`src/rtl/am824_pkg.sv`:
```
package am824_pkg;
  typedef enum logic [1:0] {
    FMT_RAW      = 2'b00,
    FMT_PCM      = 2'b01,
    FMT_NONAUDIO = 2'b10,
    FMT_RSVD     = 2'b11
  } fmt_e;

  function automatic logic fmt_is_iec(input logic [1:0] f);
    return (f == FMT_PCM) || (f == FMT_NONAUDIO);
  endfunction
endpackage

```
`src/rtl/am824_frame_counter.sv`:
```
module am824_frame_counter #(
  parameter int FRAMES = 192,
  localparam int CNT_W = $clog2(FRAMES)
) (
  input  logic             clk,
  input  logic             rst_n,
  input  logic             adv_i,
  output logic [CNT_W-1:0] frame_o
);
  localparam logic [CNT_W-1:0] LAST = CNT_W'(FRAMES - 1);

  logic [CNT_W-1:0] cnt_q, cnt_d;

  always_comb begin
    if (cnt_q == LAST) cnt_d = '0;
    else               cnt_d = cnt_q + 1'b1;
  end

  always_ff @(posedge clk or negedge rst_n) begin
    if (!rst_n)     cnt_q <= '0;
    else if (adv_i) cnt_q <= cnt_d;
  end

  assign frame_o = cnt_q;

  assert_cnt_range_R10: assert property (@(posedge clk) disable iff (!rst_n)
    cnt_q <= LAST);
  assert_cnt_wrap_R10: assert property (@(posedge clk) disable iff (!rst_n)
    (adv_i && cnt_q == LAST) |=> (cnt_q == '0));
  assert_cnt_hold_R10: assert property (@(posedge clk) disable iff (!rst_n)
    !adv_i |=> $stable(cnt_q));
endmodule

```
`src/rtl/am824_status_bit.sv`:
```
module am824_status_bit #(
  parameter int FRAMES     = 192,
  parameter int RATE_W     = 4,
  parameter int RATE_FIRST = 24,
  localparam int CNT_W     = $clog2(FRAMES),
  localparam int RATE_LAST = RATE_FIRST + RATE_W - 1,
  localparam int RIDX_W    = (RATE_W > 1) ? $clog2(RATE_W) : 1
) (
  input  logic [CNT_W-1:0]  frame_i,
  input  logic [1:0]        fmt_i,
  input  logic [RATE_W-1:0] rate_i,
  output logic              cs_bit_o
);
  import am824_pkg::*;

  logic             in_window;
  logic [CNT_W-1:0] rate_off;

  always_comb begin
    in_window = (frame_i >= CNT_W'(RATE_FIRST)) && (frame_i <= CNT_W'(RATE_LAST));
    rate_off  = CNT_W'(RATE_LAST) - frame_i;
    if (frame_i == '0)
      cs_bit_o = (fmt_i == FMT_NONAUDIO);
    else if (in_window)
      cs_bit_o = rate_i[rate_off[RIDX_W-1:0]];
    else
      cs_bit_o = 1'b0;
  end
endmodule

```
`src/rtl/am824_label_former.sv`:
```
module am824_label_former #(
  parameter int         SAMPLE_W  = 16,
  parameter int         CH_W      = 3,
  parameter logic [7:0] RAW_LABEL = 8'h40,
  localparam int        FIELD_W   = 24,
  localparam int        PAD_W     = FIELD_W - SAMPLE_W
) (
  input  logic [SAMPLE_W-1:0] sample_i,
  input  logic [CH_W-1:0]     chan_i,
  input  logic                first_frame_i,
  input  logic                cs_bit_i,
  input  logic [1:0]          fmt_i,
  output logic [31:0]         quad_o
);
  import am824_pkg::*;

  logic [FIELD_W-1:0] field;
  logic               par;
  logic               sub0;
  logic [7:0]         label;

  always_comb begin
    field = {sample_i, {PAD_W{1'b0}}};
    par   = cs_bit_i;
    for (int i = 0; i < SAMPLE_W; i++) par = par ^ sample_i[i];
    sub0  = (chan_i == '0);
    if (fmt_is_iec(fmt_i))
      label = {2'b00, first_frame_i & sub0, sub0, par, cs_bit_i, 2'b00};
    else
      label = RAW_LABEL;
    quad_o = {label, field};
  end
endmodule

```
`src/rtl/am824_labeler.sv`:
```
module am824_labeler #(
  parameter int FRAMES     = 192,
  parameter int RATE_W     = 4,
  parameter int RATE_FIRST = 24,
  parameter int CH_W       = 3
) (
  input  logic              clk,
  input  logic              rst_n,
  input  logic              in_valid,
  input  logic [7:0]        in_byte_lo,
  input  logic [7:0]        in_byte_hi,
  input  logic [CH_W-1:0]   in_chan,
  input  logic              in_event_last,
  input  logic [1:0]        fmt_sel,
  input  logic [RATE_W-1:0] rate_code,
  output logic              out_valid,
  output logic [31:0]       out_quad
);
  import am824_pkg::*;

  localparam int CNT_W = $clog2(FRAMES);

  // reset: asserted asynchronously, released on a clock edge
  logic rst_s1_q, rst_s2_q;
  always_ff @(posedge clk or negedge rst_n) begin
    if (!rst_n) begin
      rst_s1_q <= 1'b0;
      rst_s2_q <= 1'b0;
    end else begin
      rst_s1_q <= 1'b1;
      rst_s2_q <= rst_s1_q;
    end
  end
  logic rst_int_n;
  assign rst_int_n = rst_s2_q;

  logic [CNT_W-1:0] frame;
  logic             adv;
  logic             cs_bit;
  logic [31:0]      quad_d;

  assign adv = in_valid & in_event_last;

  am824_frame_counter #(.FRAMES(FRAMES)) u_cnt (
    .clk     (clk),
    .rst_n   (rst_int_n),
    .adv_i   (adv),
    .frame_o (frame)
  );

  am824_status_bit #(
    .FRAMES(FRAMES), .RATE_W(RATE_W), .RATE_FIRST(RATE_FIRST)
  ) u_cs (
    .frame_i  (frame),
    .fmt_i    (fmt_sel),
    .rate_i   (rate_code),
    .cs_bit_o (cs_bit)
  );

  am824_label_former #(.SAMPLE_W(16), .CH_W(CH_W)) u_lbl (
    .sample_i      ({in_byte_hi, in_byte_lo}),
    .chan_i        (in_chan),
    .first_frame_i (frame == '0),
    .cs_bit_i      (cs_bit),
    .fmt_i         (fmt_sel),
    .quad_o        (quad_d)
  );

  always_ff @(posedge clk or negedge rst_int_n) begin
    if (!rst_int_n) begin
      out_valid <= 1'b0;
      out_quad  <= '0;
    end else begin
      out_valid <= in_valid;
      if (in_valid) out_quad <= quad_d;
    end
  end

  assert_valid_lat_R2: assert property (@(posedge clk) disable iff (!rst_int_n)
    in_valid |=> out_valid);
  assert_valid_idle_R2: assert property (@(posedge clk) disable iff (!rst_int_n)
    !in_valid |=> !out_valid);
  assert_raw_label_R3: assert property (@(posedge clk) disable iff (!rst_int_n)
    (in_valid && !fmt_is_iec(fmt_sel)) |=> (out_quad[31:24] == 8'h40));
  assert_blk_sub0_R5: assert property (@(posedge clk) disable iff (!rst_int_n)
    (out_valid && out_quad[29]) |-> out_quad[28]);
  assert_even_parity_R6: assert property (@(posedge clk) disable iff (!rst_int_n)
    (in_valid && fmt_is_iec(fmt_sel)) |=> !(^{out_quad[27:26], out_quad[23:0]}));
  assert_cs_quiet_R9: assert property (@(posedge clk) disable iff (!rst_int_n)
    (in_valid && fmt_is_iec(fmt_sel) && frame != '0 &&
     (frame < CNT_W'(RATE_FIRST) || frame > CNT_W'(RATE_FIRST + RATE_W - 1)))
    |=> !out_quad[26]);
endmodule

```
`config.mk`:
```
export PLATFORM = sky130hd
export DESIGN_NAME = am824_labeler
export DESIGN_NICKNAME = d
export VERILOG_FILES = /design/src/rtl/am824_pkg.sv /design/src/rtl/am824_frame_counter.sv /design/src/rtl/am824_status_bit.sv /design/src/rtl/am824_label_former.sv /design/src/rtl/am824_labeler.sv
export SDC_FILE = /design/constraint.sdc
export NUM_CORES = 1
export LEC_CHECK = 0
export BUFFER_PORTS_ARGS = -buffer_cell sky130_fd_sc_hd__buf_2
export CORE_MARGIN = 10
export CORE_UTILIZATION = 45
export DETAILED_ROUTE_END_ITERATION = 8
export HOLD_SLACK_MARGIN = 0.06
export PLACE_DENSITY = 0.75
export SYNTH_ARGS = -nofsm -noshare
export SYNTH_HDL_FRONTEND = slang
export SYNTH_SLANG_ARGS = --single-unit
```
`constraint.sdc`:
```
create_clock -name clk -period 1.2 [get_ports clk]
set_input_delay 0.06 -clock clk [delete_from_list [all_inputs] [get_ports clk]]
set_output_delay 0.06 -clock clk [all_outputs]
set_load 0.02 [all_outputs]
```
* Word level (Yosys, flattened, before mapping)
Cells that the tools add are included.
Word-level totals: flip-flop bits (word level) 35, input bits 29, output and inout bits 33, word-level logic and storage cells 41
Cells by class: add/sub/neg operators 2, order comparisons 3, equal/unequal tests 3, muxes and demuxes 6, bitwise gates (word level) 18, reductions and logical operators 4
Operator list (number):
- $xor A1 B1 Y1 | 16
- $add A8 B1 Y8 const B | 1
- $eq A8 B8 Y1 const B | 1
- $ge A8 B5 Y1 const B | 1
- $le A8 B5 Y1 const B | 1
- $logic_not A8 Y1 | 1
- $mux W8 | 1
- $mux W7 | 1
- $logic_not A3 Y1 | 1
- $lt A2 B3 Y1 const B | 1
- $mux W1 | 3
- $and A1 B1 Y1 | 2
- $bmux W1 S2 | 1
- $eq A2 B1 Y1 const B | 1
- $eq A2 B2 Y1 const B | 1
- $sub A2 B2 Y2 const A | 1
- $logic_and A1 B1 Y1 | 1
- $logic_or A1 B1 Y1 | 1

* Longest topological paths before layout
Gate-level depths: netlist of run 1.
word-level depth 22, mapped depth 7, mapped depth without buffers 7

* By module
A second synthesis of run 1 with hierarchy kept.
Second synthesis, totals: cell total of the unflattened synthesis 173, area, all modules 2168.3 µm²
Modules (own cells, without submodules):
- am824_labeler | instances 1, cells each 76, area an instance 1303.8 µm², seq. area each 875.8 µm²
- am824_frame_counter | instances 1, cells each 39, area an instance 400.4 µm², seq. area each 200.2 µm²
- am824_label_former | instances 1, cells each 49, area an instance 399.1 µm², seq. area each 0.0 µm²
- am824_status_bit | instances 1, cells each 9, area an instance 65.1 µm², seq. area each 0.0 µm²

* Worst setup path after synthesis of run 1
OpenSTA, ideal clock, no wires.
path type reg2reg, start point reg u_cnt.cnt_q[0], in the netlist u_cnt.frame_o[0], end point reg out_quad[27], setup time 0.137 ns, arrival time 1.436 ns, data required time 1.063 ns, slack -0.372 ns, cell stages (with the launch flop) 6, buffers on the path 0, clock period less this slack 1.572 ns, cell sequence dfrtp_1 mux4_2 a32oi_1 nor2_1 xnor3_1 o22ai_1
On the way: word-level cells in the longest chain between the ends 22, elaborated cells on any way between the ends 26, classes of those cells add/sub: 1; order compare: 2; mux: 5; bitwise: 16; reduce/logical: 2
Ends and longest elaborated chain:
- start: declaration | RTL line am824_frame_counter.sv:12 | logic [CNT_W-1:0] cnt_q, cnt_d;
- start signal: assignment | RTL line am824_frame_counter.sv:21 | else if (adv_i) cnt_q <= cnt_d;
- $sub A2 B2 Y2 | RTL line am824_status_bit.sv:21 | rate_off = CNT_W'(RATE_LAST) - frame_i;
- $bmux W1 S2 | RTL line am824_status_bit.sv:25 | cs_bit_o = rate_i[rate_off[RIDX_W-1:0]];
- $mux W1 (not written as such) | RTL line am824_status_bit.sv:25
- $mux W1 | RTL line am824_status_bit.sv:24 | else if (in_window)
- $mux W1 (*) | RTL line am824_status_bit.sv:22 | if (frame_i == '0)
- $xor A1 B1 Y1 (*) (16 in series) | RTL line am824_label_former.sv:25 | for (int i = 0; i < SAMPLE_W; i++) par = par ^ sample_i[i];
- $mux W7 (*) | RTL line am824_label_former.sv:27 | if (fmt_is_iec(fmt_i))
- end signal: assignment | RTL line am824_labeler.sv:75 | if (in_valid) out_quad <= quad_d;
- end: declaration | RTL line am824_labeler.sv:17 | output logic [31:0] out_quad
Every way passes the cells marked *; elsewhere a longest branch is shown, timed or not. The select of a mux whose other input is x is not followed. A chain may end at the register's enable or synchronous reset.

* Worst setup path after layout of run 1
Same ends and word-level chain as after synthesis.

==> results of run 1 <==
## state kept, by name, summed over array words and instances (netlist names)
name / count
out_quad: 21
out_valid: 1
rst_int_n: 1
rst_s1_q: 1
u_cnt.frame_o: 8
## through the flow
step	std cells	power, uW	utilization
5_1_grt	275	3630	0.697
3_5_place_dp	241	2500	0.578
4_1_cts	273	3380	0.689
6_report	275	3430	0.697
3_3_place_gp	241	2450	0.578
2_1_floorplan	143	2080	-
## worst max-delay path, stage by stage, from the launching register on
cell and delay, ps:
dfrtp_1 420, mux4_2 530, a32oi_2 220, nor2_1 90, xnor3_1 210, o22ai_1 70
## power breakdown
part	leakage, uW	total [uW]	switching (uW)	internal (uW)
Sequential	0.000392	1390	136	1250
Clock	0.0000349	602	378	225
Combinational	0.000689	1440	685	756
Total	0.00112	3430	1200	2230
## cells by family (layout without fill, tap and decap cells)
kind of cell             Yosys count  count (layout)  synth area share
flip-flops                        32              32             0.511
XOR/XNOR                          19              19             0.120
multiplexers                      19              19             0.144
buffers and inverters             23             109            0.0822
AO/OA/AOI/OAI                     11              11            0.0415
other                              2              12           0.00479
AND/OR/NAND/NOR                   24              24            0.0734
adder cells (fa/ha/maj)            3               3            0.0239
## worst paths after layout
path / from / endpoint / cells past startpoint
hold reg to reg: rst_int_n$_DFF_PN0_ / out_quad[13]$_DFFE_PN0P_ / 1
setup reg to reg: u_cnt.frame_o[0]$_DFFE_PN0P_ / out_quad[27]$_DFFE_PN0P_ / 5
min in group asynchronous: rst_int_n$_DFF_PN0_ / out_quad[13]$_DFFE_PN0P_ / 1
hold / removal: in_valid / out_valid$_DFF_PN0_ / 2
max in group asynchronous: rst_n / rst_int_n$_DFF_PN0_ / 3
setup / recovery: u_cnt.frame_o[0]$_DFFE_PN0P_ / out_quad[27]$_DFFE_PN0P_ / 5
## per-layer routing
metal / vias to the layer above / track usage / wire [um]
li1: 615 / - / -
met1: 606 / 0.133 / 1560
met2: 56 / 0.230 / 2120
met3: 13 / 0.0653 / 333
met4: 0 / 0.0448 / 98
met5: - / 0 / 0
## repair_timing
action	4_1_cts	5_1_grt
endpoints found under the hold margin	20	0
buffers inserted	4	5
gates cloned	0	0
pin swaps	5	5
endpoints found under the setup margin	10	10
hold buffers	21	0
gates resized for setup	19	4
## layout by cell type, fill, tap and decap left out, types with 3 or more instances in the layout
cell / count
nor2_1: 5
xnor2_1: 14
buf_6: 3
mux2_2: 17
buf_2: 50
dlygate4sd3_1: 21
o21ai_0: 3
conb_1: 12
buf_4: 18
nand2_1: 4
inv_1: 9
dfrtp_1: 32
xor2_1: 3
clkbuf_4: 5
## cell type report
cell class                 instances  share of cell area
multi-input combinational         88               0.327
clock inverter                     3             0.00800
inverter                           9              0.0144
timing repair buffer              92               0.268
clock buffer                       5              0.0160
sequential                        32               0.342
tap                               46              0.0245
==> metrics.yaml, run 1 <==
worst_setup_path:
  crit_fanout: 3
  rrSetupSlack_ps: -440
  endpoint_kind: "flip-flop"
  cp-start-kind: "flip-flop"
  worstPathArrival_ps: 1860
  crit_required_ps: 1420
  crit_type: "reg -> reg"
die:
  fp.coreArea_sq_mm: 0.00336
  fp-row-count: 21
  ios: 62
  die_w_um: 79.0
  dieHeight_um: 79.0
  die-area_sq_mm: 0.00624
  start_util: 0.466
timing:
  fmax_mhz: 610
  setup_slack_ps: -439
  setup_viol: 10
  post-route-min-period_ps: 1640
  hold_slack_ps: 138
  post-route-period-util: 1.37
  finalHoldViolCount: 0
  slew_viol_final: 0
  grt_setup_unrepaired: "yes"
  tns_ps: -2780
  skew_ps: 7.59
global_route:
  grt-ovfl-total: 0
  antenna_found_initial: 0
  grt_max_degree: 31
  grt_pass1_wl_um: 6550
  first_global_vias: 1446
  grt_usage: 0.131
pwr:
  leakage_uw: 0.00112
  powerDensity_mw_per_mm2: 1460
  ir_drop_uv: 989
status:
  violations: "negative setup slack"
  status: "finished, violations left"
cts:
  path_clk_slew_ps: 100
  clk_path_buf_depth: 2
  cts-root-buf: "clkbuf_4"
  numCtsBuffers: 5
  htreeDepth: 2
  tritoncts: "built"
  clk_latency_ps: 330
  cts_num_sinks: 32
finish:
  diodes: 0
  multi_input_area_sq_um: 767
  fillers: 263
  final_nets: 260
  syn_to_final_growth_pct: 49.6
  postLayoutCellArea_sq_mm: 0.00234
  drive_gt1_frac: 0.485
  register_area_sq_um: 801
synthesis:
  ys_seq_area_frac: 0.511
  synth_most_common_cell: "dfrtp_1"
  synth_cell_types: 29
  ys_async_sr_fraction: 1.00
  netlist_area_sq_mm: 0.00157
  yosysWarnings: 0
  netlist_instances: 133
  synth_area_leader_cell: "dfrtp_1"
  synth_edf_count: 0
  syn_avg_cell_area_sq_um: 11.8
  synthFlopType: "dfrtp_1"
  ys_ff_latch: 32
  ys_top_cells_by_area: "dfrtp_1, mux2_2, xnor2_1"
  synth_commonest_cells: "dfrtp_1, mux2_2, xnor2_1"
  synth.top_cell.area_share: 0.511
flow_run:
  maxCapViolations: 0
placed_design:
  dp_slack_ps: -423
  dp_hpwl_um: 2930
  io_buffers: 50
  finalWeightedCongestion: 0.806
  dpl_cell_area_sq_mm: 0.00194
routing:
  vias: 1290
  wire_per_inst_um: 14.9
  via_per_inst: 4.69
  first_pass_iters: 4
  totalWireLength_um: 4110
  ant_nets: 0
  drc: 0
  dr.first_iter.drc_count: 74
min_path:
  hold_class: "in -> reg"
Power figures use the tool's default switching activity.
==> inputs of run 2 (changes only) <==
--- a/config.mk
+++ b/config.mk
@@ -11,6 +11,7 @@
 export DETAILED_ROUTE_END_ITERATION = 8
 export HOLD_SLACK_MARGIN = 0.06
 export PLACE_DENSITY = 0.75
+export SETUP_SLACK_MARGIN = 0.2
 export SYNTH_ARGS = -nofsm -noshare
 export SYNTH_HDL_FRONTEND = slang
 export SYNTH_SLANG_ARGS = --single-unit
==> metrics.yaml, run 2 (same netlist as run 1, synthesis figures left out) <==
status:
  status: "finished, violations left"
  violations: "negative setup slack"
pwr:
  powerDensity_mw_per_mm2: 1500
  ir_drop_uv: 891
  leakage_uw: 0.00113
global_route:
  grt-ovfl-total: 0
  antenna_found_initial: 0
  grt_max_degree: 31
  grt_pass1_wl_um: 6640
  grt_usage: 0.132
  first_global_vias: 1495
worst_setup_path:
  worstPathArrival_ps: 1820
  crit_required_ps: 1420
  crit_type: "reg -> reg"
  endpoint_kind: "flip-flop"
  crit_fanout: 3
  cp-start-kind: "flip-flop"
timing:
  post-route-min-period_ps: 1600
  slew_viol_final: 0
  finalHoldViolCount: 0
  setup_viol: 10
  setup_slack_ps: -401
  fmax_mhz: 624
  hold_slack_ps: 160
  skew_ps: 6.75
  grt_setup_unrepaired: "yes"
  post-route-period-util: 1.33
routing:
  totalWireLength_um: 4090
  drc: 0
  vias: 1270
  via_per_inst: 4.64
  first_pass_iters: 4
  wire_per_inst_um: 14.9
  ant_nets: 0
  dr.first_iter.drc_count: 37
finish:
  layout_common_cells: "buf_2, dfrtp_1, dlygate4sd3_1"
  diodes: 0
  drive_gt1_frac: 0.487
  syn_to_final_growth_pct: 54.2
  final_cells: 274
  largest_reg_flops: 21
  final_nets: 259
  top_register: "out_quad"
  layout_commonest_cell: "buf_2"
die:
  fp-row-count: 21
  fp.coreArea_sq_mm: 0.00336
  die-area_sq_mm: 0.00624
  start_util: 0.466
  dieHeight_um: 79.0
  die_w_um: 79.0
  ios: 62
cts:
  htreeDepth: 2
  tritoncts: "built"
  cts-root-buf: "clkbuf_4"
  path_clk_slew_ps: 100
  clk_path_buf_depth: 2
  clk_latency_ps: 340
  cts_num_sinks: 32
  numCtsBuffers: 5
placed_design:
  dp_hpwl_um: 2810
  dp_slack_ps: -444
  dp_cells: 239
  io_buffers: 50
  finalWeightedCongestion: 0.793
min_path:
  hold_class: "in -> reg"
flow_run:
  maxCapViolations: 0
## run 2: area by class of cell
cell class                 count  area, sq um
clock buffer                   6         51.3
clock inverter                 2         10.0
fill                         239          946
inverter                       9         36.3
multi-input combinational     88          788
sequential                    32          801
tap                           46         57.6
timing repair buffer          91          673
## run 2: path summary, 6_finish.rpt
path | cells past startpoint | from | end | slack (ps)
hold reg to reg | 1 | rst_int_n$_DFF_PN0_ | u_cnt.frame_o[0]$_DFFE_PN0P_ | 240
max in group asynchronous | 3 | rst_n | rst_s1_q$_DFF_PN0_ | 520
hold / removal | 2 | in_valid | out_valid$_DFF_PN0_ | 160
min in group asynchronous | 1 | rst_int_n$_DFF_PN0_ | u_cnt.frame_o[0]$_DFFE_PN0P_ | 240
setup reg to reg | 5 | u_cnt.frame_o[0]$_DFFE_PN0P_ | out_quad[27]$_DFFE_PN0P_ | -400
setup / recovery | 5 | u_cnt.frame_o[0]$_DFFE_PN0P_ | out_quad[27]$_DFFE_PN0P_ | -400
## run 2: metrics by stage
step	cell area [sq um]	util	total power [uW]	setup TNS (ps)
after detailed placement	1930	0.573	2480	-2310
final	2420	0.719	3630	-2760
after global routing	2420	0.719	3870	-3450
after global placement	1930	0.573	2430	-1790
after CTS	2320	0.690	3450	-2770
after floorplan	1610	-	2080	-816
## run 2: critical path: stages, from the launching register on
cell     delay (ps)
dfrtp_1         410
mux4_2          520
a32oi_2         220
nor2_1           70
xnor3_1         200
o22ai_1          60
## run 2: routing by layer
layer,global-route usage,wire length [um],up-vias
met5,0,0,-
met4,0.0502,73,0
met3,0.0631,367,7
met2,0.233,2140,49
met1,0.132,1510,605
li1,-,-,609
## run 2: where the power goes
group	internal [uW]	total, uW	switching, uW	leakage, uW
combinational	868	1590	719	0.000704
sequential	1250	1400	151	0.000392
clock	278	646	368	0.0000380
total	2400	3630	1240	0.00113
## run 2: timing repair
action / 4_1_cts / 5_1_grt
pin swaps: 3 / 5
setup buffers: 5 / 1
hold endpoints to repair: 20 / 0
gates resized for setup: 18 / 25
setup endpoints to repair: 10 / 19
hold buffers: 21 / 0
==> inputs of run 3 (changes only) <==
--- a/config.mk
+++ b/config.mk
@@ -11,7 +11,7 @@
 export DETAILED_ROUTE_END_ITERATION = 8
 export HOLD_SLACK_MARGIN = 0.06
 export PLACE_DENSITY = 0.75
-export SETUP_SLACK_MARGIN = 0.2
+export SETUP_SLACK_MARGIN = 0.4
 export SYNTH_ARGS = -nofsm -noshare
 export SYNTH_HDL_FRONTEND = slang
 export SYNTH_SLANG_ARGS = --single-unit
==> metrics.yaml, run 3 (same netlist as run 1, synthesis figures left out) <==
routing:
  first_pass_iters: 4
  via_per_inst: 4.75
  ant_nets: 0
  wire_per_inst_um: 17.7
  totalWireLength_um: 4900
  drc: 0
  vias: 1315
  dr.first_iter.drc_count: 94
pwr:
  ir_drop_uv: 1000
  switching_share: 0.328
  seq_power_share: 0.375
  comb_power_share: 0.412
  power.switching_uw: 1250
  p_int_uw: 2570
  clkPwrFrac: 0.213
  powerDensity_mw_per_mm2: 1510
  leakage_uw: 0.00118
cts:
  cts-root-buf: "clkbuf_4"
  clk_path_buf_depth: 2
  numCtsBuffers: 5
  htreeDepth: 2
  cts_num_sinks: 32
  tritoncts: "built"
  clk_latency_ps: 340
  path_clk_slew_ps: 110
min_path:
  min_delay_path_depth: 4
  hold_class: "in -> reg"
worst_setup_path:
  endpoint_kind: "flip-flop"
  worstPathArrival_ps: 1890
  crit_fanout: 2
  crit_type: "reg -> reg"
  cp-start-kind: "flip-flop"
  reg2reg_depth: 5
  crit_required_ps: 1420
  rrSetupSlack_ps: -470
global_route:
  grt-ovfl-total: 0
  grt_max_degree: 25
  grt_usage: 0.151
  antenna_found_initial: 0
  first_global_vias: 1490
  grt_pass1_wl_um: 7380
die:
  dieHeight_um: 79.0
  fp-row-count: 21
  start_util: 0.466
  die-area_sq_mm: 0.00624
  fp.coreArea_sq_mm: 0.00336
  ios: 62
  die_w_um: 79.0
timing:
  setup_slack_ps: -471
  slew_viol_final: 0
  setup_viol: 10
  post-route-period-util: 1.39
  grt_setup_unrepaired: "yes"
  fmax_mhz: 598
  finalHoldViolCount: 0
  skew_ps: 16.3
  post-route-min-period_ps: 1670
finish:
  fin_util: 0.753
  top_register: "out_quad"
  register_area_sq_um: 811
  syn_to_final_growth_pct: 61.5
  multi_input_area_sq_um: 758
  largest_reg_flops: 21
  drive_gt1_frac: 0.519
  layout_commonest_cell: "buf_2"
  layout_common_cells: "buf_2, buf_6, dfrtp_1"
  final_cells: 277
  diodes: 0
  fillers: 227
  final_nets: 262
placed_design:
  finalWeightedCongestion: 0.792
  dp_cells: 240
  dp_hpwl_um: 2980
  io_buffers: 50
status:
  violations: "negative setup slack"
  status: "finished, violations left"
flow_run:
  maxCapViolations: 0
[run 3: changes by cell type in the layout (fill, tap and decap cells not counted), sizes merged]
| cell | previous run | this run |
|---|---|---|
| bufinv | 0 | 1 |
| dlygate4sd3 | 21 | 18 |
| clkinv | 2 | 1 |
| buf | 70 | 76 |
[run 3: through the flow]
stage / setup TNS [ps] / power (uW) / setup slack, ps / cell area [sq um] / hold WS, ps
floorplan: -790 / 2090 / -346 / 1630 / -236
global placement: -1750 / 2460 / -359 / 1960 / -155
detailed placement: -2270 / 2520 / -482 / 1960 / -151
CTS: -2230 / 3660 / -407 / 2440 / 27.5
global route: -3390 / 4010 / -520 / 2530 / 84.7
finish: -2490 / 3820 / -471 / 2530 / 93.7
[run 3: power groups by stage]
stage               Clock [uW]  Combinational [uW]  Sequential, uW
floorplan                    0                 562            1530
global placement             0                1070            1390
detailed placement           0                1110            1410
CTS                        830                1410            1420
global route               868                1680            1460
finish                     815                1580            1430
[run 3: worst paths after layout]
check                                                   from                  endpoint
worst max-delay path            u_cnt.frame_o[0]$_DFFE_PN0P_  out_quad[27]$_DFFE_PN0P_
worst min-delay path                              in_chan[2]  out_quad[28]$_DFFE_PN0P_
worst max register to register  u_cnt.frame_o[0]$_DFFE_PN0P_  out_quad[27]$_DFFE_PN0P_
worst min register to register           rst_int_n$_DFF_PN0_  out_quad[14]$_DFFE_PN0P_
max in group asynchronous                              rst_n       rst_int_n$_DFF_PN0_
min in group asynchronous                rst_int_n$_DFF_PN0_  out_quad[14]$_DFFE_PN0P_
[run 3: critical path: stages (launching register included)]
cell and delay, ps:
dfrtp_1 380, mux4_2 520, a32oi_2 260, nor2_1 90
xnor3_1 250, o22ai_2 80
[run 3: what timing repair did]
action,in CTS,in global routing
buffers inserted,5,6
setup endpoints to repair,33,42
gates resized for setup,57,7
hold endpoints to repair,20,0
pin swaps,2,2
hold buffers,18,0
cloned,0,0
[run 3: area by class of cell]
cell class,instances,area share
Sequential cell,32,0.320
Timing Repair Buffer,94,0.314
Multi-Input combinational cell,88,0.300
Tap cell,46,0.0227
Clock buffer,6,0.0163
Clock inverter,2,0.0138
Inverter,9,0.0133
[run 3: per-layer routing]
layer | up-vias | track usage | part of all wire
li1 | 621 | - | -
met1 | 632 | 0.154 | 0.36
met2 | 50 | 0.264 | 0.54
met3 | 12 | 0.0766 | 0.077
met4 | 0 | 0.0412 | 0.030
met5 | - | 0 | 0
